**src/rtl/hitless_switchover.sv**
```systemverilog
module hitless_switchover #(
  parameter int ADDR_W      = 32,
  parameter int DEST_W      = 16,
  parameter int PORT_W      = 8,
  parameter int MAX_ENTRIES = 32,
  parameter int TIMEOUT     = 1024,
  parameter logic [ADDR_W-1:0] TBL_BASE = '0,
  localparam int CNT_W = $clog2(MAX_ENTRIES + 1),
  localparam int IDX_W = (MAX_ENTRIES > 1) ? $clog2(MAX_ENTRIES) : 1,
  localparam int TMR_W = $clog2(TIMEOUT + 1)
) (
  input  logic              clk,
  input  logic              rst_n,
  input  logic              req,
  output logic              refused,
  input  logic              load_done,
  output logic              hold_cmd,
  input  logic              all_held,
  input  logic [CNT_W-1:0]  n_entries,
  input  logic [DEST_W-1:0] dest_base,
  input  logic [PORT_W-1:0] port_r0,
  input  logic [PORT_W-1:0] port_r1,
  output logic              awvalid,
  input  logic              awready,
  output logic [ADDR_W-1:0] awaddr,
  output logic              wvalid,
  input  logic              wready,
  output logic [31:0]       wdata,
  input  logic              bvalid,
  output logic              bready,
  output logic [2:0]        state_o,
  output logic              active_idx,
  output logic              done
);

  typedef enum logic [2:0] {
    S_IDLE = 3'd0, S_LOAD = 3'd1, S_HOLD = 3'd2,
    S_WR   = 3'd3, S_RESP = 3'd4, S_ERR  = 3'd5
  } st_t;

  st_t               st;
  logic [IDX_W-1:0]  ent, last;
  logic              half, aw_ok, w_ok, act, done_q;
  logic [TMR_W-1:0]  tmr;
  logic [DEST_W-1:0] dest_q;
  logic [PORT_W-1:0] port_q;
  logic [CNT_W-1:0]  n_clamp;

  assign n_clamp = (n_entries == '0) ? CNT_W'(1) :
                   (n_entries > CNT_W'(MAX_ENTRIES)) ? CNT_W'(MAX_ENTRIES) : n_entries;

  wire aw_fire = awvalid && awready;
  wire w_fire  = wvalid && wready;

  assign refused    = req && (st != S_IDLE);
  assign hold_cmd   = (st == S_HOLD) || (st == S_WR) || (st == S_RESP);
  assign awvalid    = (st == S_WR) && !aw_ok;
  assign wvalid     = (st == S_WR) && !w_ok;
  assign bready     = (st == S_RESP);
  assign awaddr     = TBL_BASE + ADDR_W'({ent, half, 2'b00});
  assign wdata      = half ? 32'(port_q) : 32'(dest_q + DEST_W'(ent));
  assign state_o    = st;
  assign active_idx = act;
  assign done       = done_q;

  always_ff @(posedge clk) begin
    if (!rst_n) begin
      st     <= S_IDLE;
      ent    <= '0;
      last   <= '0;
      half   <= 1'b0;
      aw_ok  <= 1'b0;
      w_ok   <= 1'b0;
      act    <= 1'b0;
      done_q <= 1'b0;
      tmr    <= '0;
      dest_q <= '0;
      port_q <= '0;
    end else begin
      done_q <= 1'b0;
      case (st)
        S_IDLE: if (req) begin
          st     <= S_LOAD;
          last   <= IDX_W'(n_clamp - CNT_W'(1));
          dest_q <= dest_base;
          port_q <= act ? port_r0 : port_r1;
        end
        S_LOAD: if (load_done) begin
          st  <= S_HOLD;
          tmr <= '0;
        end
        S_HOLD: begin
          if (all_held) begin
            st   <= S_WR;
            ent  <= '0;
            half <= 1'b0;
          end else if (tmr == TMR_W'(TIMEOUT - 1)) begin
            st <= S_ERR;
          end else begin
            tmr <= tmr + TMR_W'(1);
          end
        end
        S_WR: begin
          if ((aw_ok || aw_fire) && (w_ok || w_fire)) begin
            st    <= S_RESP;
            aw_ok <= 1'b0;
            w_ok  <= 1'b0;
          end else begin
            aw_ok <= aw_ok || aw_fire;
            w_ok  <= w_ok || w_fire;
          end
        end
        S_RESP: if (bvalid) begin
          if (half && ent == last) begin
            st     <= S_IDLE;
            act    <= ~act;
            done_q <= 1'b1;
          end else begin
            st   <= S_WR;
            half <= ~half;
            if (half) ent <= ent + IDX_W'(1);
          end
        end
        default: st <= S_IDLE;
      endcase
    end
  end

  a_r2_hold_after_load: assert property (@(posedge clk) disable iff (!rst_n)
    $rose(hold_cmd) |-> $past(load_done));
  a_r3_no_write_before_flag: assert property (@(posedge clk) disable iff (!rst_n)
    (st == S_HOLD && !all_held) |=> !awvalid && !wvalid);
  a_r4_addr_stable: assert property (@(posedge clk) disable iff (!rst_n)
    (awvalid && !awready) |=> awvalid && $stable(awaddr));
  a_r4_data_stable: assert property (@(posedge clk) disable iff (!rst_n)
    (wvalid && !wready) |=> wvalid && $stable(wdata));
  a_r4_one_outstanding: assert property (@(posedge clk) disable iff (!rst_n)
    bready |-> !awvalid && !wvalid);
  a_r5_swap_on_done: assert property (@(posedge clk) disable iff (!rst_n)
    done |-> (active_idx != $past(active_idx)) && !hold_cmd);
  a_r8_error_exit: assert property (@(posedge clk) disable iff (!rst_n)
    (st == S_ERR) |=> (st == S_IDLE) && $stable(active_idx) && !done);

endmodule

```
**config.mk**
```make
export PLATFORM = sky130hd
export DESIGN_NAME = hitless_switchover
export DESIGN_NICKNAME = d
export VERILOG_FILES = /design/src/rtl/hitless_switchover.sv
export SDC_FILE = /design/constraint.sdc
export NUM_CORES = 1
export LEC_CHECK = 0
export BUFFER_PORTS_ARGS = -buffer_cell sky130_fd_sc_hd__buf_2
export CAP_MARGIN = 20
export CORE_MARGIN = 2
export CORE_UTILIZATION = 52
export CTS_BUF_LIST = sky130_fd_sc_hd__clkbuf_4 sky130_fd_sc_hd__clkbuf_8
export DETAILED_ROUTE_END_ITERATION = 10
export PLACE_DENSITY = 0.83
export SYNTH_ARGS = -nofsm -noshare
export SYNTH_HDL_FRONTEND = slang
export SYNTH_SLANG_ARGS = --single-unit
```
**constraint.sdc**
```tcl
create_clock -name clk -period 3 [get_ports clk]
set_clock_uncertainty 0.15 [all_clocks]
set_input_delay 0.15 -clock clk [delete_from_list [all_inputs] [get_ports clk]]
set_output_delay 0.15 -clock clk [all_outputs]
set_load 0.1 [all_outputs]
```
### Word-level counts from Yosys, hierarchy flattened

Cells that the tools add are included.
W data, S select, Z words.

* bitwise operators: 2
* reduce and logical (&&, ||, !) cells: 25
* muxes and demuxes: 28
* equality and inequality tests: 16
* add/subtract/negate cells: 4
* order comparisons: 1

Operators with widths (number)
* $mux W11: 3
* $mux W5: 6
* $pmux W11 S2: 1
* $mux W3: 6
* $add A16 B5 Y17: 1
* $mux W17: 1
* $pmux W3 S5: 1
* $ne A2 B2 Y1 const B: 7
* $add A11 B1 Y11 const B: 1
* $eq A11 B10 Y1 const B: 1
* $pmux W5 S2: 1
* $reduce_and A5 Y1: 2
* $mux W8: 1
* $reduce_and A4 Y1: 2
* $logic_and A1 B1 Y1: 7
* $eq A3 B2 Y1 const B: 2
* $gt A6 B6 Y1 const B: 1
* $logic_not A6 Y1: 1
* $mux W1: 6
* $reduce_and A3 Y1: 2
* $add A5 B1 Y5 const B: 1
* $eq A5 B5 Y1: 1
* $sub A5 B1 Y5 const B: 1
* $logic_or A1 B1 Y1: 4
* 12 further kinds: 16

* word-level logic and storage cells: 87
* register bits: 53
* input bits: 46
* output and inout port bits: 74

### Depth between registers and ports, before layout

Gate-level depths: netlist (run 1).

* depth after elaboration: 7
* depth in mapped cells: 8
* depth with buffers taken out: 7

### Least setup slack after synthesis (run 1)

No wires, ideal clock.

* path type: register to output
* start point: register ent[1]
* end point: output wdata[5]
* buffers on the path: 0
* path slack: -1.721 ns
* arrival time: 4.421 ns
* cell stages (with the launch flop): 7
* data required time: 2.700 ns
* cells stage by stage: dfxtp_1 ha_1 a211oi_1 o21bai_1 a21oi_1 xor2_1 o21ai_0

* longest elaborated chain between the ends: 2

RTL lines
* from (decl): line 42 `logic [IDX_W-1:0] ent, last;`
* from (signal assigned): line 121 `if (half) ent <= ent + IDX_W'(1);`
* $add A16 B5 Y17: line 61 `assign wdata = half ? 32'(port_q) : 32'(dest_q + DEST_W'(ent));`
* $mux W17: line 61
* to (decl): line 28 `output logic [31:0] wdata,`

No other way between the ends.

### Worst setup path in the final report (run 1)

* start point: register ent[0]
* end point: output wdata[10]

Same word-level chain as after synthesis.

==> results of run 1 <==
==> critical path, cell delays in order (launching register included) <==
cell and delay, ns:
dfxtp_4 0.40, ha_2 0.21, fa_2 0.22, a21o_1 0.11
a21o_1 0.15, a21oi_2 0.08, clkdlybuf4s15_2 0.25, or4_4 0.44
a21oi_4 0.18, buf_12 0.19
==> power breakdown <==
part           switching (uW)  internal, uW  leakage (uW)
Clock                     254           169     0.0000447
Combinational             617           192       0.00120
Sequential               52.3           751      0.000435
==> metrics by stage <==
step | total power, uW | setup WS (ns) | std cells | cell area, sq um
final | 2040 | 0.158 | 599 | 4200
after global routing | 2130 | 0.0202 | 599 | 4200
after CTS | 2040 | 0.0405 | 598 | 4170
after detailed placement | 1610 | 0.397 | 571 | 3890
after global placement | 1590 | 0.436 | 571 | 3890
after floorplan | 1500 | -0.300 | 472 | 3630
==> worst paths after layout <==
path	startpoint	end	slack, ns	cells past startpoint
setup reg to reg	state_o[0]$_SDFFE_PN0P_	active_idx$_SDFFE_PN0P_	0.79	7
hold / removal	all_held	state_o[2]$_SDFFE_PN0P_	0.01	4
setup / recovery	ent[0]$_SDFFE_PN0P_	wdata[10]	0.16	9
hold reg to reg	tmr[10]$_SDFFE_PN0P_	tmr[10]$_SDFFE_PN0P_	0.29	2
==> cell usage in the layout (no fill, tap or decap), types with 4 or more instances in the layout <==
cell type and count:
dlygate4sd3_1 19, clkbuf_8 5, nor2_1 41, nor4_1 8, a31oi_1 7, o211ai_1 4
buf_2 69, a21oi_1 25, conb_1 41, nand3_1 10, dfxtp_1 49, nor3_1 11
inv_1 8, mux2i_1 10, buf_4 6, a211oi_1 14, a21o_1 5, xnor2_1 18
or3_1 9, nand2_1 62, nor2b_1 6, a21oi_4 7, o21ai_0 16, ha_1 7
buf_12 9
==> cells in the mapped netlist (4+ instances only) <==
library cell	number	area, sq um
nor2b_1	6	37.5
dfxtp_1	53	1060
o211ai_1	4	30.0
ha_1	8	100
nor4_1	8	50.1
or4_1	4	30.0
nand3_1	10	50.1
o21ai_0	20	100
a21o_1	5	37.5
clkbuf_1	15	56.3
nor2_1	41	154
buf_4	42	315
mux2i_1	10	100
inv_1	8	30.0
nand2_1	62	233
a21oi_1	33	165
nor3_1	12	60.1
a211oi_1	14	105
xnor2_1	18	158
or3_1	9	56.3
a31oi_1	9	56.3
==> cell type report <==
class	instances	area [sq um]
flip-flops and latches	53	1070
repair buffers	104	772
clock buffers	5	68.8
well taps	77	96.3
multi-input cells	348	2130
fillers	515	2080
inverters	9	33.8
clock inverters	3	25.0
==> sequential cells by signal, indices dropped and copies added, names as in the netlist <==
name        cells
active_idx      1
aw_ok           1
dest_q         16
done            1
ent             5
half            1
last            5
port_q          8
state_o         3
tmr            11
w_ok            1
==> timing repair <==
item                                   in CTS  in global routing
hold buffers                               19                  0
endpoints found under the hold margin      19                  0
buffers inserted                            0                  0
gates resized for setup                     0                  4
setup endpoints to repair                   0                  4
==> kinds of logic (layout without fill, tap and decap cells) <==
family,count (synthesis),count (layout)
AOI/OAI and AO/OA,97,97
xor gates and xnor gates,19,19
adders and majority gates,9,9
buffers and inverters,71,121
DFF,53,53
muxes,13,13
other,1,41
and+or+nand+nor,169,169
==> per-layer routing <==
| layer | part of all wire | vias to the layer above | wire [um] |
|---|---|---|---|
| met5 | 0 | - | 0 |
| met4 | 0.018 | 0 | 142 |
| met3 | 0.061 | 16 | 478 |
| met2 | 0.49 | 115 | 3800 |
| met1 | 0.43 | 1462 | 3400 |
| li1 | - | 1606 | - |
==> metrics.md, run 1 <==
| Metric | Value |
|---|---|
| Outcome | `finished, final reports clean` |
| Die height | `between 80 and 90 um` |
| Crit path kind | `reg -> out` |
| Post-synthesis simple-gate area fraction | `0.239` |
| GRT busiest layer | `met2` |
| Critical path launch point type | `flop` |
| IO Count | `120` |
| Ys flop type | `dfxtp_1` |
| Starting Density | `0.531` |
| Setup-failing EPs final | `0` |
| Core area | `approximately 6300 sq um` |
| Relative slew slack | `0.554` |
| Routed wire length | `between 7000 and 8000 um` |
| Fmax achieved | `between 300 and 400 MHz` |
| Critical Path AT | `roughly 2.5 ns` |
| Netlist cell types | `48` |
| Num rows | `29` |
| Worst-path clk slew | `between 0.1 and 0.15 ns` |
| Synth Area in Compound Gates | `0.183` |
| Via count | `between 3000 and 4000` |
| Setup tns final | `0 ns` |
| DIE WIDTH | `between 80 and 90 um` |
| Seq cells post-synth | `53` |
| Post-route clock period utilization | `0.947` |
| First-pass GRT wire length | `around 13000 um` |
| Final ANT Viol Nets | `0` |
| CTS Buf Count | `5` |
| Sequential-to-total area share from yosys stat | `0.319` |
| Leakage | `0.00168 uW` |
| Worst Hold Slack | `roughly 0.014 ns` |
| IO buf count | `78` |
| Met2 Track Usage GR | `0.351` |
| Slew at the pin closest to its max-slew limit | `between 0.6 and 0.7 ns` |
| Initial DRC Count | `between 150 and 200` |
| GRT met3 Usage | `0.0425` |
| Post-synth EDFFs | `0` |
| Root buffer cell | `clkbuf_8` |
| DR WL/cell | `between 10 and 15 um` |
| Initial antenna violation count | `0` |
| Drt pass-1 iters | `5` |
| Power Dens Cells | `about 490 nW/um^2` |
| Ys Warns | `0` |
| Synthesized instance count | `432` |
| TritonCTS clock tree | `built` |
| Final min period | `~2.8 ns` |
| Nets | `576` |
| CP required | `2.70 ns` |
| Syn avg cell area | `a little under 8 sq um` |
| Hold Crit Class | `in -> reg` |
| Post-layout util | `0.668` |
| Max H-tree Level | `2` |
| Clk_lat worst skew | `around 0.31 ns` |
| Vias in the first global route | `around 2800` |
| Fraction of layout cells with a size suffix above 1 | `0.232` |
| Grt total ovfl | `0` |
| CP endpoint kind | `output pin` |
| Largest net degree at the start of global routing | `approximately 40` |
| Drt drc | `0` |
| Drt via density | `between 5 and 6` |
| Max Cap Viol | `0` |
| Maximum fanout along the worst path | `7` |
| Mapped cell area | `between 3000 and 4000 sq um` |
| Max rail drop VDD | `~300 uV` |
| Placer Congestion | `approximately 0.86` |
| Antenna cell count | `0` |
| GRT Total Usage | `0.218` |
| Syn-to-layout area delta | `26.0%` |
| Async S/R FF share, synth | `0` |
| Post-synthesis mux area share | `0.0402` |
| Adder-cell share of the synthesized area | `0.0361` |
| CTS sink count | `53` |
| Final hold violations | `0` |
| Largest family of logic cells by synthesized area | `simple AND/OR/NAND/NOR gates` |
| Slew Limit Fails | `0` |
| RSZ-0062 raised after global routing | `no` |
| GR Util met1 | `0.296` |
| Max Buffers Root-to-Sink | `2` |
| Die area | `approximately 7100 sq um` |
| Synth Area in XOR/XNOR | `0.0500` |
| DP HPWL | `5540 um` |
(Power assumes the default switching activity.)
==> run 2: changes to the inputs <==
--- a/config.mk
+++ b/config.mk
@@ -5,10 +5,12 @@
 export SDC_FILE = /design/constraint.sdc
 export NUM_CORES = 1
 export LEC_CHECK = 0
+export ABC_AREA = 1
+export ABC_CLOCK_PERIOD_IN_PS = 3200
 export BUFFER_PORTS_ARGS = -buffer_cell sky130_fd_sc_hd__buf_2
 export CAP_MARGIN = 20
 export CORE_MARGIN = 2
-export CORE_UTILIZATION = 52
+export CORE_UTILIZATION = 53
 export CTS_BUF_LIST = sky130_fd_sc_hd__clkbuf_4 sky130_fd_sc_hd__clkbuf_8
 export DETAILED_ROUTE_END_ITERATION = 10
 export PLACE_DENSITY = 0.83
==> constraint.sdc (replaced) <==
create_clock -name clk -period 3.2 [get_ports clk]
set_clock_uncertainty 0.15 [all_clocks]
set_input_delay 0.16 -clock clk [delete_from_list [all_inputs] [get_ports clk]]
set_output_delay 0.16 -clock clk [all_outputs]
set_load 0.1 [all_outputs]
==> metrics.md, run 2 <==
| Metric | Value |
|---|---|
| Slew Limit Fails | `0 (unchanged)` |
| Drt via density | `5.03 (-5.8%)` |
| Finished Layout Cells | `733 (+22%)` |
| Critical path launch point type | `flop` |
| Worst hold start | `dest_base[15]` |
| Critical path cell sequence | `ha_1 -> fa_1 -> nand2_1 -> nand2_1 -> nand2_1 -> nand2_1 -> nand2_1 -> nand2_1 -> nand2_1 -> inv_1 -> nand2_1 -> nand3_1 -> o21ai_2 -> buf_2` |
| Hold Crit Class | `in -> reg` |
| Grt total ovfl | `0 (unchanged)` |
| Max rail drop VDD | `357 uV (+17%)` |
| Post-route clock period utilization | `0.924` |
| Crit path kind | `reg -> out` |
| Start of the worst register-to-register path | `state_o[1]$_SDFFE_PN0P_` |
| Drt drc | `0 (unchanged)` |
| Fraction of layout cells with a size suffix above 1 | `0.175 (-0.0572)` |
| Drt pass-1 iters | `5 (unchanged)` |
| Crit path launch | `ent[0]$_SDFFE_PN0P_` |
| Initial DRC Count | `191 (+22%)` |
| Mapped cell area | `3610 sq um (+8.5%)` |
| Slew at the pin closest to its max-slew limit | `0.843 ns (+0.176 ns)` |
| Ys flop type | `dfxtp_1` |
| Yosys top cell area share | `0.294 (-0.0250)` |
| FF-to-FF End | `dest_q[8]$_SDFFE_PN0P_` |
| IO buf count | `78 (unchanged)` |
| Worst Path Buf+Inv | `2 (unchanged)` |
| Die area | `7500 sq um (+6.2%)` |
| DIE WIDTH | `86.6 um (+3.0%)` |
| Relative slew slack | `0.437 (-0.117)` |
| Max Buffers Root-to-Sink | `2 (unchanged)` |
| Placer Congestion | `0.890 (+3.1%)` |
| Fillers | `619 (+20%)` |
| Worst R2R Path Depth | `7 (unchanged)` |
| Max H-tree Level | `2 (unchanged)` |
| Syn avg cell area | `6.34 sq um (-18%)` |
| Sequential share of power | `0.268 (-0.127)` |
| P_sw | `2240 uW (+140%)` |
| Critical Path AT | `2.65 ns (+0.11 ns)` |
| Net Sw Frac | `0.610 (+0.156)` |
| Setup bufs post-CTS | `0 (unchanged)` |
| Root buffer cell | `clkbuf_8` |
| CP top delay family | `simple AND/OR/NAND/NOR gates` |
| IO Count | `120 (unchanged)` |
| Multi-input gate area | `2070 sq um (-2.9%)` |
| Sequential-to-total area share from yosys stat | `0.294 (-0.0250)` |
| Largest net degree at the start of global routing | `38 (-7.3%)` |
| Post-synth EDFFs | `0 (unchanged)` |
| First-pass GRT wire length | `14000 um (+8.5%)` |
| Most common cell after layout, fill and taps aside | `nand2_1` |
| Vias in the first global route | `3224 (+14%)` |
| Async S/R FF share, synth | `0 (unchanged)` |
| Num rows | `30 (+3.4%)` |
| Via count | `3689 (+15%)` |
| Routed wire length | `8540 um (+9.2%)` |
| Nets | `707 (+23%)` |
| Worst-path clk slew | `0.09 ns (-0.02 ns)` |
| Worst path most repeated cell | `nand2_1` |
| Seq cells post-synth | `53 (unchanged)` |
| Initial antenna violation count | `0 (unchanged)` |
| Largest register FFs | `16 (unchanged)` |
| Netlist cell types | `33 (-31%)` |
| Leakage | `0.00207 uW (+23%)` |
| List of most frequent post-synthesis cells | `nand2_1, nor2_1, inv_1` |
| Core area | `6680 sq um (+6.4%)` |
| Yosys top cell by area | `dfxtp_1` |
| Ys Warns | `0 (unchanged)` |
| Antenna cell count | `0 (unchanged)` |
| Critical Path Stages | `14 (+5)` |
| GRT Total Usage | `0.228 (+0.00929)` |
| Clk_lat worst skew | `0.31 ns (about the same)` |
| Flip-flop and latch area | `1060 sq um (-0.70%)` |
| Final min period | `2.96 ns` |
| CP endpoint kind | `output pin` |
| R2R setup slack | `0.94 ns (+0.15 ns)` |
| Final hold violations | `3 (+3)` |
| Failing checks | `negative hold slack` |
| Setup crit end | `wdata[6]` |
| Worst Hold Slack | `-0.00323 ns (-0.0171 ns)` |
| Final ANT Viol Nets | `0 (unchanged)` |
| Synthesized instance count | `570 (+32%)` |
| CP required | `2.89 ns (+0.19 ns)` |
| Count leader, synth | `nand2_1` |
| DP HPWL | `6250 um (+13%)` |
| Fmax achieved | `338 MHz` |
| Largest cells by area after synthesis | `dfxtp_1, nand2_1, buf_4` |
| CTS sink count | `53 (unchanged)` |
| Most frequent cells in the layout | `nand2_1, buf_2, inv_1` |
| Largest regs | `dest_q x16, tmr x11, port_q x8` |
| Starting Density | `0.541 (+0.0104)` |
| Most flops, register | `dest_q` |
| Logic gate share of total power | `0.628 (+0.230)` |
| Power Dens Cells | `880 nW/um^2 (+81%)` |
| CTS Buf Count | `5 (unchanged)` |
| Biggest cell delay along the critical path | `0.44 ns (about the same)` |
| Clock share of power | `0.104 (-0.104)` |
| Die height | `86.6 um (+3.0%)` |
| Outcome | `finished with violations` |
| RSZ-0062 raised after global routing | `no` |
| Syn-to-layout area delta | `15.2%` |
| Slowest-stage cell, CP | `buf_2` |
| Maximum fanout along the worst path | `6 (-1)` |
| Max Cap Viol | `0 (unchanged)` |
| Setup-failing EPs final | `0 (unchanged)` |
| TritonCTS clock tree | `built` |
| DR WL/cell | `11.6 um (-11%)` |
| Post-Place Cells | `709 (+24%)` |
| Cell Int Power | `1430 uW (+29%)` |
## run 2: cell count changes in the layout (fill, tap and decap cells not counted), moves of 9 or more
cell / change
inv_1: +67
nand2_1: +48
nor2_1: +32
a21oi_1: +27
nand3_1: +27
o21ai_0: +24
xnor2_1: -17
a211oi_1: -14
mux2i_1: -10
buf_12: -9
or3_1: -9
## run 2: through the flow
step / area, sq um / worst slack [ns] / total power (uW) / util / TNS, ns
6_report: 4170 / 0.244 / 3670 / 0.623 / 0
3_3_place_gp: 3920 / 0.600 / 3240 / 0.586 / 0
4_1_cts: 4160 / 0.204 / 3670 / 0.623 / 0
2_1_floorplan: 3820 / -0.425 / 3010 / - / -0.749
5_1_grt: 4170 / 0.0395 / 3890 / 0.623 / 0
3_5_place_dp: 3920 / 0.551 / 3280 / 0.586 / 0
## run 2: how the worst min path moves through the flow
stage	end	slack [ns]	depth (start not counted)
detailed placement	dest_q[10]$_SDFFE_PN0P_	0.24	3
global route	port_q[3]$_SDFFE_PN0P_	0.02	3
CTS	dest_q[15]$_SDFFE_PN0P_	0.002	3
floorplan	done$_SDFF_PN0_	0.13	2
global placement	dest_q[2]$_SDFFE_PN0P_	0.24	3
finish	dest_q[15]$_SDFFE_PN0P_	-0.003	3
## run 2: what timing repair did
action	in CTS	in global routing
endpoints found under the hold margin	16	0
setup endpoints to repair	0	1
resized for setup	0	1
hold buffers	16	0
## run 2: power groups by stage
stage | logic (uW) | clock network, uW | registers [uW]
global placement | 2250 | 0 | 988
CTS | 2300 | 383 | 982
global route | 2480 | 407 | 1000
finish | 2300 | 380 | 982
detailed placement | 2280 | 0 | 996
floorplan | 1900 | 0 | 1100
## run 2: tightest hold or removal path: stages
cell     delay, ns
buf_2         0.08
o21ai_0       0.08
a21oi_1       0.10
## run 2: kinds of logic (layout without fill, tap and decap cells)
family | Yosys count | count (layout) | share of synthesized area
AOI/OAI and AO/OA | 101 | 101 | 0.143
xor gates and xnor gates | 9 | 9 | 0.0218
adders and majority gates | 9 | 9 | 0.0332
buffers and inverters | 137 | 180 | 0.193
DFF | 53 | 53 | 0.294
other | 1 | 41 | 0.00104
and+or+nand+nor | 260 | 260 | 0.314
## run 2: layout make-up
class	instances	share of cell area
timing repair buffer	95	0.135
clock inverter	2	0.00240
multi-input combinational	420	0.497
clock buffer	6	0.0183
sequential	53	0.255
tap	80	0.0240
inverter	77	0.0694
## run 2: routing by layer
layer	up-vias	global-route usage	wire (um)
li1	1892	-	-
met1	1667	0.284	3710
met2	117	0.405	4190
met3	13	0.0457	515
met4	0	0.0497	128
met5	-	0	0
==> run 3: changes to the inputs <==
--- a/config.mk
+++ b/config.mk
@@ -5,12 +5,11 @@
 export SDC_FILE = /design/constraint.sdc
 export NUM_CORES = 1
 export LEC_CHECK = 0
-export ABC_AREA = 1
 export ABC_CLOCK_PERIOD_IN_PS = 3200
 export BUFFER_PORTS_ARGS = -buffer_cell sky130_fd_sc_hd__buf_2
 export CAP_MARGIN = 20
 export CORE_MARGIN = 2
-export CORE_UTILIZATION = 53
+export CORE_UTILIZATION = 52
 export CTS_BUF_LIST = sky130_fd_sc_hd__clkbuf_4 sky130_fd_sc_hd__clkbuf_8
 export DETAILED_ROUTE_END_ITERATION = 10
 export PLACE_DENSITY = 0.83
==> metrics.md, run 3 (synthesis results as in run 1) <==
| Metric | Value |
|---|---|
| Outcome | `finished, final reports clean` |
| IO buf count | `78 (unchanged)` |
| Critical path launch point type | `flop` |
| Fraction of layout cells with a size suffix above 1 | `0.222 (+0.0470)` |
| Slew Limit Fails | `0 (unchanged)` |
| Leakage | `0.00166 uW (-20%)` |
| DIE WIDTH | `84.0 um (-3.0%)` |
| Crit path launch | `ent[0]$_SDFFE_PN0P_` |
| Initial antenna violation count | `0 (unchanged)` |
| Max H-tree Level | `2 (unchanged)` |
| Via count | `3161 (-14%)` |
| Final hold violations | `0 (-3)` |
| Dpl ws | `0.346 ns (-0.205 ns)` |
| Die height | `84.0 um (-3.0%)` |
| Post-route clock period utilization | `0.926 (+0.00188)` |
| Setup-failing EPs final | `0 (unchanged)` |
| Slew at the pin closest to its max-slew limit | `0.646 ns (-0.198 ns)` |
| Clk_lat worst skew | `0.31 ns (about the same)` |
| Most flops, register | `dest_q` |
| Max rail drop VDD | `269 uV (-25%)` |
| Max Buffers Root-to-Sink | `2 (unchanged)` |
| Drt drc | `0 (unchanged)` |
| IO Count | `120 (unchanged)` |
| R2R setup slack | `1.00 ns (+0.06 ns)` |
| Vias in the first global route | `2889 (-10%)` |
| Max Cap Viol | `0 (unchanged)` |
| GRT Total Usage | `0.219 (-0.00850)` |
| Final min period | `2.96 ns (+0.00602 ns)` |
| CTS Buf Count | `5 (unchanged)` |
| FF-to-FF End | `tmr[5]$_SDFFE_PN0P_` |
| CP required | `2.89 ns (about the same)` |
| CTS sink count | `53 (unchanged)` |
| Power Dens Cells | `480 nW/um^2 (-45%)` |
| DR WL/cell | `13.1 um (+12%)` |
| Hold Crit Class | `in -> reg` |
| DP HPWL | `5500 um (-12%)` |
| Initial DRC Count | `165 (-14%)` |
| Syn-to-layout area delta | `23.3%` |
| Placer Congestion | `0.874 (-1.9%)` |
| Num rows | `29 (-3.3%)` |
| Crit path kind | `reg -> out` |
| Setup bufs post-CTS | `0 (unchanged)` |
| RSZ-0062 raised after global routing | `no` |
| Largest net degree at the start of global routing | `41 (+7.9%)` |
| Nets | `573 (-19%)` |
| Post-layout util | `0.654 (+0.0308)` |
| Fmax achieved | `338 MHz (-0.20%)` |
| Most frequent cells in the layout | `buf_2, nand2_1, dfxtp_1` |
| Worst R2R Path Depth | `5 (-2)` |
| CP endpoint kind | `output pin` |
| Maximum fanout along the worst path | `11 (+5)` |
| Final ANT Viol Nets | `0 (unchanged)` |
| Root buffer cell | `clkbuf_8` |
| TritonCTS clock tree | `built` |
| Routed wire length | `7790 um (-8.7%)` |
| Antenna cell count | `0 (unchanged)` |
| Critical Path AT | `2.65 ns (about the same)` |
| Die area | `7060 sq um (-5.8%)` |
| Relative slew slack | `0.569 (+0.132)` |
| Grt total ovfl | `0 (unchanged)` |
| Setup ws final | `0.238 ns (-0.00602 ns)` |
| Drt pass-1 iters | `4 (-1)` |
| Worst-path clk slew | `0.09 ns (about the same)` |
| Drt via density | `5.30 (+5.4%)` |
| Starting Density | `0.531 (-0.0104)` |
| Core area | `6280 sq um (-6.0%)` |
| Most common cell after layout, fill and taps aside | `buf_2` |
| Largest regs | `dest_q x16, tmr x11, port_q x8` |
| Setup crit end | `wdata[6]` |
| Start of the worst register-to-register path | `state_o[0]$_SDFFE_PN0P_` |
| First-pass GRT wire length | `13000 um (-7.0%)` |
| Largest register FFs | `16 (unchanged)` |
## run 3: cell count changes in the layout (fill, tap and decap cells not counted), sizes merged, moves of 14 or more
| cell | previous run | this run |
|---|---|---|
| a211oi | 0 | 14 |
| inv | 77 | 8 |
| a21oi | 53 | 33 |
| nand2 | 113 | 62 |
| nor2 | 84 | 41 |
| xnor2 | 1 | 18 |
| o21ai | 43 | 20 |
| nand3 | 38 | 10 |
## run 3: per-layer routing
metal	GRT usage	vias to the layer above	part of all wire
li1	-	1603	-
met1	0.276	1439	0.44
met2	0.377	107	0.49
met3	0.0406	12	0.054
met4	0.0689	0	0.015
met5	0	-	0
## run 3: report_power, final
group / total, uW / internal, uW / switching [uW] / leakage, uW
registers: 753 / 705 / 47.5 / 0.000434
logic: 739 / 164 / 575 / 0.00116
clock network: 481 / 264 / 217 / 0.0000619
## run 3: worst min path at each step
stage | startpoint | end | slack [ns] | depth (start not counted)
2_1_floorplan | dest_base[0] | dest_q[0]$_SDFFE_PN0P_ | 0.15 | 2
3_3_place_gp | dest_base[13] | dest_q[13]$_SDFFE_PN0P_ | 0.25 | 3
3_5_place_dp | dest_base[11] | dest_q[11]$_SDFFE_PN0P_ | 0.26 | 3
4_1_cts | n_entries[4] | last[4]$_SDFFE_PN0P_ | 0.01 | 3
5_1_grt | n_entries[4] | last[4]$_SDFFE_PN0P_ | 0.03 | 3
6_report | n_entries[4] | last[4]$_SDFFE_PN0P_ | 0.02 | 3
## run 3: repair_timing
action / 4_1_cts / 5_1_grt
endpoints found under the setup margin: 0 / 5
gates resized for setup: 0 / 1
hold buffers: 18 / 0
endpoints found under the hold margin: 18 / 0
## run 3: final cells by class
class,instances,area (sq um)
Timing Repair Buffer,101,683
Clock buffer,7,90.1
Sequential cell,53,1060
Clock inverter,1,30.0
Multi-Input combinational cell,348,2110
Inverter,9,33.8
Fill cell,536,2170
Tap cell,77,96.3
## run 3: per-stage QoR
stage          setup TNS, ns  cells  hold slack (ns)  cell area, sq um  total power, uW
4_1_cts                    0    596           0.0129              4100             1980
3_5_place_dp               0    570            0.257              3800             1490
6_report                   0    596           0.0234              4110             1970
2_1_floorplan         -0.293    472            0.146              3610             1410
3_3_place_gp               0    570            0.250              3800             1480
5_1_grt                    0    596           0.0296              4110             2060
## run 3: worst max-delay path: stages (launching register included)
cell and delay (ns):
dfxtp_2 0.37, ha_1 0.25, fa_1 0.42, a21o_1 0.19
a21o_1 0.20, a21oi_1 0.14, buf_4 0.18, o21ai_0 0.13
a31oi_4 0.25, buf_12 0.20
